### config.mk
export PLATFORM = sky130hd
export DESIGN_NAME = flash_ecc_port
export DESIGN_NICKNAME = d
export VERILOG_FILES = /design/src/rtl/flash_ecc_pkg.sv /design/src/rtl/fecc_accum.sv /design/src/rtl/fecc_ctl_reg.sv /design/src/rtl/fecc_regmux.sv /design/src/rtl/flash_ecc_port.sv
export SDC_FILE = /design/constraint.sdc
export NUM_CORES = 1
export LEC_CHECK = 0
export BUFFER_PORTS_ARGS = -buffer_cell sky130_fd_sc_hd__buf_2
export CORE_MARGIN = 2
export CORE_UTILIZATION = 50
export DETAILED_ROUTE_END_ITERATION = 10
export GPL_ROUTABILITY_DRIVEN = 0
export PLACE_DENSITY = 0.74
export SYNTH_ARGS = -nofsm -noshare
export SYNTH_HDL_FRONTEND = slang
export SYNTH_SLANG_ARGS = --single-unit
### constraint.sdc
create_clock -name clk -period 2.8 [get_ports clk]
set_input_delay 0.28 -clock clk [delete_from_list [all_inputs] [get_ports clk]]
set_output_delay 0.28 -clock clk [all_outputs]
set_load 0.05 [all_outputs]
### src/rtl/flash_ecc_pkg.sv
package flash_ecc_pkg;

    localparam int BYTE_W = 8;

    // register offsets (byte addresses)
    localparam logic [7:0] OFS_LPLO = 8'h00;
    localparam logic [7:0] OFS_LPHI = 8'h04;
    localparam logic [7:0] OFS_CPAR = 8'h08;
    localparam logic [7:0] OFS_BCNT = 8'h0C;
    localparam logic [7:0] OFS_CLR  = 8'h10;
    localparam logic [7:0] OFS_DATA = 8'h14;
    localparam logic [7:0] OFS_CTL  = 8'h18;

    // control register layout, bit 4 down to bit 0
    typedef struct packed {
        logic ce1_n;
        logic wp_n;
        logic ale;
        logic cle;
        logic ce0_n;
    } fctl_t;

    localparam fctl_t CTL_RST = '{ce1_n: 1'b1, wp_n: 1'b0, ale: 1'b0, cle: 1'b0, ce0_n: 1'b1};

    typedef enum logic [2:0] {
        SEL_NONE,
        SEL_LPLO,
        SEL_LPHI,
        SEL_CPAR,
        SEL_BCNT,
        SEL_CLR,
        SEL_DATA,
        SEL_CTL
    } reg_sel_e;

    // strobes derived from one bus access
    typedef struct packed {
        logic ctl_we;
        logic clr;
        logic dat_wr;
        logic dat_rd;
    } bus_evt_t;

    function automatic reg_sel_e decode_ofs(input logic [7:0] ofs);
        reg_sel_e s;
        case (ofs)
            OFS_LPLO: s = SEL_LPLO;
            OFS_LPHI: s = SEL_LPHI;
            OFS_CPAR: s = SEL_CPAR;
            OFS_BCNT: s = SEL_BCNT;
            OFS_CLR:  s = SEL_CLR;
            OFS_DATA: s = SEL_DATA;
            OFS_CTL:  s = SEL_CTL;
            default:  s = SEL_NONE;
        endcase
        return s;
    endfunction

endpackage

### src/rtl/fecc_accum.sv
module fecc_accum #(
    parameter int AW = 8,
    parameter int DW = 8,
    localparam int IW  = $clog2(DW),
    localparam int CPW = 2 * IW,
    localparam int LPW = 2 * AW
) (
    input  logic           clk,
    input  logic           rst,
    input  logic           clr,
    input  logic           take,
    input  logic [DW-1:0]  din,
    output logic [LPW-1:0] lpar,
    output logic [CPW-1:0] cpar,
    output logic [AW-1:0]  bcnt
);

    logic           row_par;
    logic [LPW-1:0] lp_upd;
    logic [CPW-1:0] cp_upd;

    assign row_par = ^din;

    // line parity: one even/odd pair per position bit
    for (genvar i = 0; i < AW; i++) begin : g_line
        assign lp_upd[2*i]   = row_par & ~bcnt[i];
        assign lp_upd[2*i+1] = row_par &  bcnt[i];
    end

    // column parity: one even/odd pair per bit-index bit
    for (genvar j = 0; j < IW; j++) begin : g_col
        logic [DW-1:0] grp_lo;
        logic [DW-1:0] grp_hi;
        for (genvar b = 0; b < DW; b++) begin : g_bit
            if (((b >> j) & 1) == 0) begin : g_lo
                assign grp_lo[b] = din[b];
                assign grp_hi[b] = 1'b0;
            end else begin : g_hi
                assign grp_lo[b] = 1'b0;
                assign grp_hi[b] = din[b];
            end
        end
        assign cp_upd[2*j]   = ^grp_lo;
        assign cp_upd[2*j+1] = ^grp_hi;
    end

    always_ff @(posedge clk) begin
        if (rst || clr) begin
            lpar <= '0;
            cpar <= '0;
            bcnt <= '0;
        end else if (take) begin
            lpar <= lpar ^ lp_upd;
            cpar <= cpar ^ cp_upd;
            bcnt <= bcnt + 1'b1;
        end
    end

endmodule

### src/rtl/fecc_ctl_reg.sv
module fecc_ctl_reg
    import flash_ecc_pkg::*;
(
    input  logic       clk,
    input  logic       rst,
    input  logic       wr_en,
    input  logic [4:0] wdata,
    output fctl_t      ctl
);

    always_ff @(posedge clk) begin
        if (rst) begin
            ctl <= CTL_RST;
        end else if (wr_en) begin
            ctl <= fctl_t'(wdata);
        end
    end

endmodule

### src/rtl/fecc_regmux.sv
module fecc_regmux
    import flash_ecc_pkg::*;
(
    input  logic        bus_sel,
    input  logic        bus_we,
    input  logic [7:0]  addr_b,
    input  logic [7:0]  rd_lp_lo,
    input  logic [7:0]  rd_lp_hi,
    input  logic [7:0]  rd_cp,
    input  logic [7:0]  rd_cnt,
    input  fctl_t       ctl,
    input  logic        rdy,
    input  logic [7:0]  fl_din,
    output logic [7:0]  rdata,
    output bus_evt_t    evt
);

    reg_sel_e sel;

    assign sel = decode_ofs(addr_b);

    always_comb begin
        evt        = '0;
        evt.ctl_we = bus_sel &  bus_we & (sel == SEL_CTL);
        evt.clr    = bus_sel &  bus_we & (sel == SEL_CLR);
        evt.dat_wr = bus_sel &  bus_we & (sel == SEL_DATA);
        evt.dat_rd = bus_sel & ~bus_we & (sel == SEL_DATA);
    end

    always_comb begin
        unique case (sel)
            SEL_LPLO: rdata = rd_lp_lo;
            SEL_LPHI: rdata = rd_lp_hi;
            SEL_CPAR: rdata = rd_cp;
            SEL_BCNT: rdata = rd_cnt;
            SEL_DATA: rdata = fl_din;
            SEL_CTL:  rdata = {2'b00, rdy, 5'(ctl)};
            default:  rdata = 8'h00;
        endcase
    end

endmodule

### src/rtl/flash_ecc_port.sv
module flash_ecc_port
    import flash_ecc_pkg::*;
#(
    parameter int ADDR_W   = 5,
    parameter int CHUNK_AW = 8,
    localparam int LPW = 2 * CHUNK_AW,
    localparam int CPW = 2 * $clog2(BYTE_W)
) (
    input  logic              clk,
    input  logic              rst,
    input  logic              bus_sel,
    input  logic              bus_we,
    input  logic [ADDR_W-1:0] bus_addr,
    input  logic [7:0]        bus_wdata,
    output logic [7:0]        bus_rdata,
    output logic [7:0]        fl_dout,
    input  logic [7:0]        fl_din,
    output logic              fl_wr_stb,
    output logic              fl_rd_stb,
    output logic              fl_ce0_n,
    output logic              fl_ce1_n,
    output logic              fl_cle,
    output logic              fl_ale,
    output logic              fl_wp_n,
    input  logic              fl_rdy
);

    logic [7:0]          addr_b;
    fctl_t               ctl;
    bus_evt_t            evt;
    logic                take;
    logic [BYTE_W-1:0]   feed;
    logic [LPW-1:0]      lpar;
    logic [CPW-1:0]      cpar;
    logic [CHUNK_AW-1:0] bcnt;
    logic [15:0]         lp_w;
    logic [7:0]          rd_lp_lo;
    logic [7:0]          rd_lp_hi;
    logic [7:0]          rd_cp;
    logic [7:0]          rd_cnt;

    assign addr_b = 8'(bus_addr);

    fecc_regmux u_mux (
        .bus_sel  (bus_sel),
        .bus_we   (bus_we),
        .addr_b   (addr_b),
        .rd_lp_lo (rd_lp_lo),
        .rd_lp_hi (rd_lp_hi),
        .rd_cp    (rd_cp),
        .rd_cnt   (rd_cnt),
        .ctl      (ctl),
        .rdy      (fl_rdy),
        .fl_din   (fl_din),
        .rdata    (bus_rdata),
        .evt      (evt)
    );

    fecc_ctl_reg u_ctl (
        .clk   (clk),
        .rst   (rst),
        .wr_en (evt.ctl_we),
        .wdata (bus_wdata[4:0]),
        .ctl   (ctl)
    );

    // command and address bytes are kept out of the code
    assign take = (evt.dat_wr | evt.dat_rd) & ~ctl.cle & ~ctl.ale;
    assign feed = evt.dat_wr ? bus_wdata : fl_din;

    fecc_accum #(
        .AW (CHUNK_AW),
        .DW (BYTE_W)
    ) u_acc (
        .clk  (clk),
        .rst  (rst),
        .clr  (evt.clr),
        .take (take),
        .din  (feed),
        .lpar (lpar),
        .cpar (cpar),
        .bcnt (bcnt)
    );

    assign lp_w     = 16'(lpar);
    assign rd_lp_lo = lp_w[7:0];
    assign rd_lp_hi = lp_w[15:8];
    assign rd_cp    = 8'(cpar);
    assign rd_cnt   = 8'(bcnt);

    assign fl_dout   = bus_wdata;
    assign fl_wr_stb = evt.dat_wr;
    assign fl_rd_stb = evt.dat_rd;
    assign fl_ce0_n  = ctl.ce0_n;
    assign fl_ce1_n  = ctl.ce1_n;
    assign fl_cle    = ctl.cle;
    assign fl_ale    = ctl.ale;
    assign fl_wp_n   = ctl.wp_n;

endmodule

==> flow_metrics.tcl <==
set metrics [dict create \
    status "finished, final reports clean" \
    cts_tree "done" \
    start_util 0.5203 \
    drv_cap 0 \
    worstSetupPathType "in -> out" \
    rsz0062_at_grt "false" \
    async_flop_share 0 \
    track_usage 0.2463 \
    cp_slowest_stage_delay_ns 0.54 \
    slew_headroom 0.6678 \
    die_x_um 74.11 \
    combPwrFrac 0.260 \
    ir_worst_vdd_mv 0.2604 \
    path_cells "buf_2 -> or4b_4 -> or3_4 -> inv_1 -> buf_2" \
    dr_wl_met3_um 380 \
    vias_per_cell 5.602 \
    met2_length_um 2990 \
    p_seq_frac 0.423 \
    die-area_sq_mm 0.005492 \
    cts_resized 0 \
    drtAntennaViolNets 0 \
    insertion_delay_ns 0.30 \
    min_to "u_ctl.ctl[2]" \
    fin_nets 366 \
    row_count 25 \
    cts.clk_slew.worst_paths_ns 0.08 \
    core_sq_mm 0.004723 \
    yosysUniqueCellTypes 39 \
    syn_nets 326 \
    synth.avg_cell_area_sq_um 8.219 \
    ios 49 \
    grt_max_degree 37 \
    area_growth_pct 14.41 \
    drv_slew 0 \
    cp-start-kind "input pin" \
    p_clk_frac 0.317 \
    fin_crit_sh 0.8579 \
    critPathMaxFanout 13 \
    synth-edff-count 0 \
    yosysWarnings 0 \
    p_sw_mw 0.4028 \
    tightest_slew_ns 0.4964 \
    rr_startpoint "u_ctl.ctl[2]" \
    dr.first_iter.drc_count 177 \
    p_int_mw 0.7852 \
    hold_path.class "in -> reg" \
    syn_area_sq_mm 0.002457 \
    wl_per_cell_um 15.77 \
    routed.top_layer "met4" \
    drc 0 \
    finish.utilization 0.5952 \
    setup_viol 0 \
    clkSinkCount 35 \
    drt_first_pass_iters 7 \
    portBuffers 48 \
    cts_setup_buffers 0 \
    crit_top_cell "buf_2" \
    synth_cells 299 \
    cts_buffers 5 \
    leakagePower_nw 1.086 \
    cp_slowest_cell "or4b_4" \
    htreeDepth 2 \
    grt_pass1_vias 2095 \
    antenna_cells 0 \
    synthFlopType "dfxtp_1" \
    power.density_mw_per_mm2 422.6 \
    cp.required_ns 2.52 \
    overflow 0 \
    whs_ns 0.2504 \
    grt_pass1_wl_um 10250 \
    power.share.switching 0.3391 \
    holdPathStages 2 \
    grt_antenna_before_repair 0 \
    drive_gt1_frac 0.2118 \
    period_minus_slack_ns 2.402 \
    cts_buffer_depth 2 \
    die_h_um 74.11 \
    rr_endpoint "u_acc.cpar[0]" \
    synth-seq-cells 35 \
    cp-end-kind "output port" \
    via_count 2280 \
    yosysSeqAreaShare 0.2851 \
    min_from "rst" \
    met1_length_um 2940 \
    finalClockSkew_ns 0.01266 \
    r2r_slack_ns 0.64 \
    root_buffer "clkbuf_8" \
    max_freq_ghz 0.4163 \
    wirelength_um 6420 \
    finalSetupTns_ns 0 \
    rr_worst_depth 4 \
    hold_violations 0 \
    ctsHoldBuffers 0 \
    worstPathArrival_ns 2.12 \
    dpl.hpwl_um 4762 \
]
[sequential cells by signal, summed over array words and instances (netlist names)]
signal	flops
u_acc.bcnt	8
u_acc.cpar	6
u_acc.lpar	16
u_ctl.ctl	5
[per-layer routing]
metal | up-vias | GRT usage
li1 | 1134 | -
met1 | 1070 | 0.3413
met2 | 65 | 0.3899
met3 | 11 | 0.04201
met4 | 0 | 0.08081
met5 | - | 0
[critical path: cells and delay by family]
kind | cells | cell delay (ns)
and+or+nand+nor | 2 | 1.00
buffers and inverters | 3 | 0.84
[stage by stage]
| stage | power [mW] | setup WS, ns | std cells | cell area (sq um) |
|---|---|---|---|---|
| 3_3_place_gp | 0.8124 | 0.4532 | 399 | 2723 |
| 3_5_place_dp | 0.8161 | 0.4020 | 399 | 2723 |
| 2_1_floorplan | 0.7275 | 0.3659 | 299 | 2457 |
| 5_1_grt | 1.236 | 0.3582 | 407 | 2811 |
| 4_1_cts | 1.186 | 0.4196 | 407 | 2811 |
| 6_report | 1.188 | 0.3978 | 407 | 2811 |
[power by group through the flow]
stage	clock network (mW)	logic [mW]	registers, mW
final	0.376	0.309	0.503
after global routing	0.400	0.332	0.503
after CTS	0.380	0.303	0.503
after detailed placement	0	0.301	0.515
after global placement	0	0.298	0.515
after floorplan	0	0.212	0.515
[cell type report]
cell class	instances	area (sq um)
sequential	35	700.7
clock buffer	5	68.82
timing repair buffer	57	307.8
inverter	2	7.507
multi-input combinational	238	1623
tap	67	83.83
fill	439	1912
clock inverter	3	20.02
[layout by cell type, fill, tap and decap left out, drive strengths merged]
cell      netlist  final
ha              1      1
nand2          36     36
nand2b         16     16
or4b            1      1
buf            11     57
o31ai           1      1
inv             2      2
o32ai           8      8
or3            11     11
or4bb           1      1
o21ai           3      3
dfxtp          35     35
a222oi          6      6
nor3b           1      1
and2            2      2
a22oi           2      2
a21oi           9      9
nor2b           2      2
nor2           21     21
mux2            1      1
o21a            8      8
nand4           2      2
clkbuf         13      5
xor2           10     10
and3            4      4
a31oi           1      1
clkinvlp        0      2
o22ai           8      8
a31o            1      1
a211o           2      2
mux2i          31     31
or4             1      1
clkinv          0      1
xnor2          27     27
or2             2      2
nor3            9      9
nand3           9      9
and4b           1      1
[synth_stat cells, drive strengths merged, types with 9 or more instances]
library cell  instances  area [sq um]
nor2                 21         78.83
buf                  11         83.82
xor2                 10         87.58
mux2i                31         310.3
dfxtp                35         700.7
clkbuf               13         48.80
nor3                  9         45.04
nand3                 9         45.04
or3                  11         73.82
a21oi                 9         45.04
nand2b               16         100.1
xnor2                27         236.5
nand2                36         135.1
[worst max path at each step]
stage	startpoint	cells past startpoint	slack [ns]	end
detailed placement	bus_addr[3]	7	0.40	u_acc.cpar[4]
global placement	bus_addr[3]	5	0.45	fl_wr_stb
global route	bus_addr[3]	5	0.36	fl_wr_stb
finish	bus_addr[3]	5	0.40	fl_wr_stb
CTS	bus_addr[3]	5	0.42	fl_wr_stb
floorplan	bus_addr[3]	3	0.37	bus_rdata[6]
[logic make-up after synthesis]
group | count (synthesis) | share of synthesized area
adder cells (fa/ha/maj) | 1 | 0.005091
XOR/XNOR | 37 | 0.1319
multiplexers | 32 | 0.1309
buffers and inverters | 26 | 0.05702
AO/OA/AOI/OAI | 49 | 0.1446
flip-flops | 35 | 0.2851
AND/OR/NAND/NOR | 119 | 0.2454
Power figures use the tool's default switching activity.
